$ cat src/rtl/pvic_pkg.sv
package pvic_pkg;
    localparam int NLINES = 5;
    localparam int L_NMI = 4;
    localparam int L_R75 = 3;
    localparam int L_R65 = 2;
    localparam int L_R55 = 1;
    localparam int L_GEN = 0;

    localparam logic [15:0] VEC_NMI = 16'h0024;
    localparam logic [15:0] VEC_R75 = 16'h003C;
    localparam logic [15:0] VEC_R65 = 16'h0034;
    localparam logic [15:0] VEC_R55 = 16'h002C;

    // indexed by line number; the general line has no fixed vector
    localparam logic [NLINES-1:0][15:0] LINE_VEC =
        {VEC_NMI, VEC_R75, VEC_R65, VEC_R55, 16'h0000};

    typedef enum logic {ST_IDLE, ST_ACK} pvic_st_e;
endpackage

$ cat src/rtl/pvic_edge_latch.sv
module pvic_edge_latch #(
    parameter bit HOLD_LEVEL = 1'b0
) (
    input  logic clk,
    input  logic rst_n,
    input  logic req_i,
    input  logic clr_i,
    output logic pend_o
);
    typedef struct packed {
        logic prev;
        logic lat;
    } el_t;

    el_t el_d, el_q;
    logic keep;

    always_comb begin
        el_d      = el_q;
        el_d.prev = req_i;
        keep      = el_q.lat & ~clr_i;
        if (HOLD_LEVEL) keep = keep & req_i;
        el_d.lat  = keep | (req_i & ~el_q.prev);
    end

    always_ff @(posedge clk or negedge rst_n) begin
        if (!rst_n) el_q <= '0;
        else        el_q <= el_d;
    end

    generate
        if (HOLD_LEVEL) begin : g_lvl
            assign pend_o = el_q.lat & req_i;
        end else begin : g_edge
            assign pend_o = el_q.lat;
            // a latched edge stays pending until cleared
            a_r3_latch_holds: assert property (@(posedge clk) disable iff (!rst_n)
                (pend_o && !clr_i) |=> pend_o);
        end
    endgenerate
endmodule

$ cat src/rtl/pvic_prio_pick.sv
module pvic_prio_pick #(
    parameter int N = 5
) (
    input  logic [N-1:0] cand_i,
    output logic [N-1:0] grant_o
);
    always_comb begin
        grant_o = '0;
        for (int i = 0; i < N; i++) begin
            if (cand_i[i]) grant_o = N'(1) << i;
        end
    end
endmodule

$ cat src/rtl/pvic_top.sv
module pvic_top
    import pvic_pkg::*;
#(
    parameter int VEC_W = 16,
    parameter int RST_W = 3,
    parameter int MSK_W = 4
) (
    input  logic             clk,
    input  logic             rst_n,
    input  logic             nmi_req_i,
    input  logic             r75_req_i,
    input  logic             r65_req_i,
    input  logic             r55_req_i,
    input  logic             gen_req_i,
    input  logic             en_set_i,
    input  logic             en_clr_i,
    input  logic             msk_wr_i,
    input  logic [MSK_W-1:0] msk_wdata_i,
    input  logic             sw_valid_i,
    input  logic [RST_W-1:0] sw_num_i,
    input  logic             dev_valid_i,
    input  logic [RST_W-1:0] dev_num_i,
    output logic             take_o,
    output logic [VEC_W-1:0] vec_o,
    output logic             ack_o,
    output logic [6:0]       status_o
);
    localparam int SPACE_SH = 3;
    localparam int NMASK    = MSK_W - 1;

    typedef struct packed {
        pvic_st_e         st;
        logic             ie;
        logic [NMASK-1:0] mask;
        logic             take;
        logic [VEC_W-1:0] vec;
        logic             ack;
    } ctl_t;

    ctl_t ctl_d, ctl_q;
    logic nmi_pend, r75_pend, nmi_clr, r75_clr;
    logic [NLINES-1:0] cand, grant;
    logic [VEC_W-1:0]  fixed_vec;

    pvic_edge_latch #(.HOLD_LEVEL(1'b1)) i_nmi_lat (
        .clk(clk), .rst_n(rst_n), .req_i(nmi_req_i), .clr_i(nmi_clr), .pend_o(nmi_pend)
    );

    pvic_edge_latch #(.HOLD_LEVEL(1'b0)) i_r75_lat (
        .clk(clk), .rst_n(rst_n), .req_i(r75_req_i), .clr_i(r75_clr), .pend_o(r75_pend)
    );

    always_comb begin
        cand        = '0;
        cand[L_NMI] = nmi_pend;
        cand[L_R75] = ctl_q.ie & ~ctl_q.mask[2] & r75_pend;
        cand[L_R65] = ctl_q.ie & ~ctl_q.mask[1] & r65_req_i;
        cand[L_R55] = ctl_q.ie & ~ctl_q.mask[0] & r55_req_i;
        cand[L_GEN] = ctl_q.ie & gen_req_i;
    end

    pvic_prio_pick #(.N(NLINES)) i_pick (.cand_i(cand), .grant_o(grant));

    always_comb begin
        fixed_vec = '0;
        for (int i = 0; i < NLINES; i++) begin
            if (grant[i]) fixed_vec = VEC_W'(LINE_VEC[i]);
        end
    end

    always_comb begin
        ctl_d      = ctl_q;
        ctl_d.take = 1'b0;
        nmi_clr    = 1'b0;
        r75_clr    = 1'b0;

        if (en_set_i) ctl_d.ie = 1'b1;
        if (en_clr_i) ctl_d.ie = 1'b0;
        if (msk_wr_i) begin
            ctl_d.mask = msk_wdata_i[NMASK-1:0];
            r75_clr    = msk_wdata_i[NMASK];
        end

        unique case (ctl_q.st)
            ST_IDLE: begin
                if (sw_valid_i) begin
                    ctl_d.take = 1'b1;
                    ctl_d.vec  = VEC_W'(sw_num_i) << SPACE_SH;
                end else if (grant[L_GEN]) begin
                    ctl_d.st  = ST_ACK;
                    ctl_d.ack = 1'b1;
                    ctl_d.ie  = 1'b0;
                end else if (|grant) begin
                    ctl_d.take = 1'b1;
                    ctl_d.vec  = fixed_vec;
                    if (grant[L_NMI]) begin
                        nmi_clr = 1'b1;
                    end else begin
                        ctl_d.ie = 1'b0;
                        if (grant[L_R75]) r75_clr = 1'b1;
                    end
                end
            end
            ST_ACK: begin
                if (dev_valid_i) begin
                    ctl_d.take = 1'b1;
                    ctl_d.vec  = VEC_W'(dev_num_i) << SPACE_SH;
                    ctl_d.ack  = 1'b0;
                    ctl_d.st   = ST_IDLE;
                end
            end
            default: ctl_d.st = ST_IDLE;
        endcase
    end

    always_ff @(posedge clk or negedge rst_n) begin
        if (!rst_n) begin
            ctl_q      <= '0;
            ctl_q.st   <= ST_IDLE;
            ctl_q.mask <= '1;
        end else begin
            ctl_q <= ctl_d;
        end
    end

    assign take_o   = ctl_q.take;
    assign vec_o    = ctl_q.vec;
    assign ack_o    = ctl_q.ack;
    assign status_o = {r75_pend, r65_req_i, r55_req_i, ctl_q.ie, ctl_q.mask};

    a_r2_nmi_vector: assert property (@(posedge clk) disable iff (!rst_n)
        (ctl_q.st == ST_IDLE && !sw_valid_i && nmi_pend)
        |=> (take_o && vec_o == VEC_W'(VEC_NMI)));

    a_r5_mask_respected: assert property (@(posedge clk) disable iff (!rst_n)
        (take_o && vec_o == VEC_W'(VEC_R65)) |-> $past(!ctl_q.mask[1] && ctl_q.ie));

    a_r6_enable_dropped: assert property (@(posedge clk) disable iff (!rst_n)
        (take_o && (vec_o == VEC_W'(VEC_R75) || vec_o == VEC_W'(VEC_R65)
                    || vec_o == VEC_W'(VEC_R55))) |-> !ctl_q.ie);

    a_r8_ack_waits: assert property (@(posedge clk) disable iff (!rst_n)
        (ctl_q.st == ST_ACK && !dev_valid_i) |=> (ack_o && !take_o));

    a_r8_ack_no_take: assert property (@(posedge clk) disable iff (!rst_n)
        ack_o |-> !take_o);
endmodule

$ cat config.mk
export PLATFORM = sky130hd
export DESIGN_NAME = pvic_top
export DESIGN_NICKNAME = d
export VERILOG_FILES = /design/src/rtl/pvic_pkg.sv /design/src/rtl/pvic_edge_latch.sv /design/src/rtl/pvic_prio_pick.sv /design/src/rtl/pvic_top.sv
export SDC_FILE = /design/constraint.sdc
export NUM_CORES = 1
export LEC_CHECK = 0
export ABC_AREA = 1
export BUFFER_PORTS_ARGS = -buffer_cell sky130_fd_sc_hd__buf_2
export CAP_MARGIN = 20
export CORE_UTILIZATION = 35
export CTS_CLUSTER_SIZE = 40
export DETAILED_ROUTE_END_ITERATION = 7
export GPL_ROUTABILITY_DRIVEN = 0
export PLACE_DENSITY = 0.76
export SLEW_MARGIN = 20
export SYNTH_ARGS = -nofsm -noshare
export SYNTH_HDL_FRONTEND = slang
export SYNTH_SLANG_ARGS = --single-unit
$ cat constraint.sdc
create_clock -name clk -period 3.2 [get_ports clk]
set_clock_uncertainty 0.2 [all_clocks]
set_input_delay 0 -clock clk [delete_from_list [all_inputs] [get_ports clk]]
set_output_delay 0 -clock clk [all_outputs]
set_load 0.02 [all_outputs]
# Yosys cells after proc, flatten, opt, wreduce, memory -nomap -nowiden
# Cells that the tools add are included.
op_classes:
  n_eq_ne: 5
  muxes: 38
  bitwise: 23
  reduce_logical: 3
ops:
  columns: ["cell", "count"]
  rows:
  - ["$mux W17", 3]
  - ["$mux W16", 3]
  - ["$pmux W18 S2", 1]
  - ["$mux W1", 23]
  - ["$mux W18", 1]
  - ["$and A1 B1 Y1", 13]
  - ["$not A1 Y1", 8]
  - ["$mux W6", 1]
  - ["$ne A2 B2 Y1 const B", 3]
  - ["$ne A3 B3 Y1 const B", 2]
  - ["$reduce_and A3 Y1", 2]
  - ["$mux W5", 1]
  - ["$reduce_or A5 Y1", 1]
  - ["$mux W2", 2]
  - ["$mux W4", 1]
  - ["$mux W3", 1]
  - ["$or A1 B1 Y1", 2]
  - ["$pmux W1 S2", 1]
word_totals:
  regBits: 27
  input_bits: 22
  output_inout_bits: 25
  elab_cells: 79

# Logic depth before layout (Yosys ltp)
depth:
  depth_word: 16
  depth_mapped: 7
  ltp_nobuf: 7

# Modules after synthesis
# Synthesis repeated with hierarchy kept, for this count alone.
unflattened:
  cells_unflattened: 132
  area_unflattened_um2: 964.7
by_module_without_submodules:
  columns: ["module", "n_inst", "cells_per_inst", "area_each_um2", "seq_area_each_um2"]
  rows:
  - ["pvic_top", 1, 105, 772.0, 279.0]
  - ["pvic_edge_latch (i_nmi_lat)", 1, 9, 77.6, 50.0]
  - ["pvic_edge_latch (i_r75_lat)", 1, 7, 68.8, 50.0]
  - ["pvic_prio_pick", 1, 11, 46.3, 0.0]

# Worst setup path after synthesis
# OpenSTA, ideal clock, no wires.
synth_path:
  path_kind: "reg-to-reg"
  from: "register ctl_q (netlist bit status_o[3])"
  to: "register ctl_q (netlist bit status_o[3])"
  setup_time_ns: 0.117
  arrival_time_ns: 0.935
  required_ns: 2.883
  path_slack_ns: 1.948
  path_stages_with_launch: 8
  path_buffers: 0
  synth_period_minus_slack_ns: 1.252
  path_cell_list: "dfrtp_1 nand2_1 nor2_2 nor2_2 nand2_2 nand2_2 o21ai_1 inv_1"
synth_rtl:
  columns: ["item", "line_no", "rtl"]
  rows:
  - ["from (decl)", "pvic_top.sv:40", "ctl_t ctl_d, ctl_q;"]
  - ["from (signal assigned)", "pvic_top.sv:122", "ctl_q <= ctl_d;"]

# Worst setup path in the final report
layout_path:
  from: "register ctl_q[22] (netlist bit)"
  to: "register ctl_q (netlist bit vec_o[4])"
layout_via:
  elab_chain_len: 3
  elab_cells_between_ends: 6
  classes_between: "3 x eq/ne; 1 x mux; 1 x bitwise; 1 x reduce/logical"
layout_rtl:
  columns: ["item", "line_no", "rtl"]
  rows:
  - ["$not A1 Y1", "pvic_top.sv:84", "unique case (ctl_q.st)"]
  - ["$ne A3 B3 Y1 (no line)", null, null]
  - ["$reduce_and A3 Y1 (no line)", null, null]
# Parallel ways exist; a longest one is shown, timed or not.
# A chain may end at the register's enable or synchronous reset.

==> impl_metrics.ini <==
[synth]
synth.ff_latch_count = 15
yosys.area.top_type = dfrtp_1
synth_seq_area_share_pct = 43.4
synth_cells = 107
yosysWarningCount = 0
synthTopCellsByArea = dfrtp_1 34%, buf_4 20%, nand2_1 11%
synth.top_cell.area_share_pct = 34.4
synth.cell_area_um2 = 873
yosysUniqueCellTypes = 19
syn_avg_cell_area_um2 = 8.16

[cells_and_area]
final_nets = 186
final_core_util_pct = 56.0
area_delta_synth_final_pct = 45.8
drive_gt1_share_pct = 29.4
n_antenna_cell = 0

[pwr]
ir_drop_v = 0.000277
p_leak_nw = 0.677
power_density_mw_per_mm2 = 423

[floorplanning]
rows = 17
coreArea_mm2 = 0.00228
pin_count = 47
die_w_um = 52.0
start_util_pct = 38.4
die_area_mm2 = 0.00270
die_height_um = 52.0

[timing]
setup_viol = 0
max_slew.worst_pin.slew_ns = 0.551
holdWs_ns = 0.0357
fmax_mhz = 434
tns_ns = 0
fin_crit_ns = 2.31
period_share_pct = 72.1
slew_headroom_pct = 63.2
rsz0062_at_grt = no
setup_slack_ns = 0.894
drv_slew = 0
hold_viol = 0

[place]
dpl.hpwl_um = 1370
place_ws_ns = 1.80
portBuffers = 34

[routing]
via_count = 904
wl_per_cell_um = 12.9
vias_per_cell = 4.73
first_pass_iters = 4
antenna_left = 0
routed_wl_um = 2460
drc = 0
drtIter0Drc = 43

[cts]
cts_tree = yes
postCtsSetupBuffers = 0
cts_made_buffers = 3
insertion_delay_ns = 0.30
cts.clk_slew.worst_paths_ns = 0.09
h-tree-depth = 1
cts.sinks = 15
clockRootBuffer = clkbuf_4
cts_buffer_depth = 2

[min_path]
hp-class = input pin to async pin

[worst_setup_path]
path_delay_family = buffers and inverters
path_max_fanout = 5
critPathSlowestCell = dlygate4sd3_1
worstSetupPathType = flip-flop to flip-flop
cp.arrival_ns = 2.30
cp.required_ns = 3.20
crit_chain = inv_1 -> nand2_1 -> inv_1 -> nand2_1 -> nand2_1 -> dlygate4sd3_1 -> a21oi_1 -> dlygate4sd3_1 -> nand2_1
cpPeakStageDelay_ns = 0.56
cp-end-kind = flip-flop
cp_num_buf_inv = 4
cp-start-kind = flip-flop
cpMostUsedCell = nand2_1

[status]
status = finished, final reports clean

[grt]
grt_first_pass_wirelength_um = 3790
grt_use_total_pct = 19.8
globalRouteOverflowTotal = 0
grt_max_degree = 13
antenna_found_initial = 0
grt_pass1_vias = 880

[job]
cap_violations = 0
-- final timing paths --
| kind | from | end | slack, ns | depth (start not counted) |
|---|---|---|---|---|
| min reg2reg | i_r75_lat.el_q[1] | i_r75_lat.pend_o | 0.25 | 1 |
| max | ctl_q[22] | vec_o[4] | 0.89 | 9 |
| max reg2reg | ctl_q[22] | vec_o[4] | 0.89 | 9 |
| max in group asynchronous | rst_n | vec_o[5] | 1.79 | 3 |
| min | rst_n | status_o[0] | 0.04 | 2 |
| min in group clk | r55_req_i | status_o[4] | 0.04 | 2 |
-- worst register-to-register path, cell delays in order (launching register included) --
cell           delay [ns]
dfrtp_1              0.41
inv_1                0.08
nand2_1              0.07
inv_1                0.06
nand2_1              0.06
nand2_1              0.05
dlygate4sd3_1        0.56
a21oi_1              0.12
dlygate4sd3_1        0.55
nand2_1              0.05
-- logic make-up (layout without fill, tap and decap cells) --
logic type | Yosys count | count (layout) | share of synthesized area, %
other | 1 | 12 | 0.429
buffers and inverters | 33 | 78 | 24.1
AOI/OAI and AO/OA | 11 | 11 | 7.45
muxes | 1 | 1 | 1.29
and+or+nand+nor | 46 | 46 | 23.4
DFF | 15 | 15 | 43.4
-- synthesized netlist by cell type --
library cell  count
buf_4            23
nand3_1           6
o21ai_0           4
o21bai_1          1
dfstp_2           3
a21oi_1           2
dfrtp_1          12
conb_1            1
nand2_1          26
a21boi_0          1
mux2_2            1
nor3_1            1
inv_1            10
o21ai_1           1
nand4_1           2
nor2_2            4
nor2_1            4
nand2_2           3
a22oi_1           2
-- state kept, by name (all words and copies together) (netlist names) --
| register | count |
|---|---|
| ack_o | 1 |
| ctl_q | 1 |
| i_nmi_lat.el_q | 2 |
| i_r75_lat.el_q | 1 |
| i_r75_lat.pend_o | 1 |
| status_o | 4 |
| take_o | 1 |
| vec_o | 4 |
-- report_power, final --
group / switching (mW) / leakage (nW) / internal (mW)
combinational: 0.106 / 0.484 / 0.0845
clock: 0.0651 / 0.0150 / 0.0486
sequential: 0.0170 / 0.178 / 0.218
-- layout make-up --
type | count | area [µm²]
inverters | 10 | 37.5
well taps | 28 | 35.0
repair buffers | 64 | 470
multi-input cells | 70 | 325
flip-flops and latches | 15 | 379
fillers | 191 | 1000
clock buffers | 4 | 26.3
-- placed cells by master, fill, tap and decap left out, drive strengths merged --
| master | count |
|---|---|
| buf | 34 |
| dlygate4sd3 | 30 |
| nand2 | 29 |
| conb | 12 |
| dfrtp | 12 |
| inv | 10 |
| nor2 | 8 |
| nand3 | 6 |
| o21ai | 5 |
| clkbuf | 4 |
| dfstp | 3 |
| nand4 | 2 |
| a21oi | 2 |
| a22oi | 2 |
| a21boi | 1 |
| nor3 | 1 |
| o21bai | 1 |
| mux2 | 1 |
-- metal layers --
metal	GRT usage, %	vias to the layer above	wire, µm
met3	3.22	7	147
met2	36.1	49	1340
li1	-	415	-
met5	0	-	0
met1	21.1	433	902
met4	11.3	0	67
-- stage by stage --
stage               power (mW)  area (µm²)  cells
global route             0.566        1270    191
CTS                      0.535        1270    191
finish                   0.539        1270    191
floorplan                0.359         915    118
detailed placement       0.378         947    157
global placement         0.374         947    157
-- timing repair --
action,CTS,global route
hold buffers,30,0
hold endpoints to repair,30,0
gates resized for setup,0,0
Note: power is estimated with default switching activity, not from simulation.
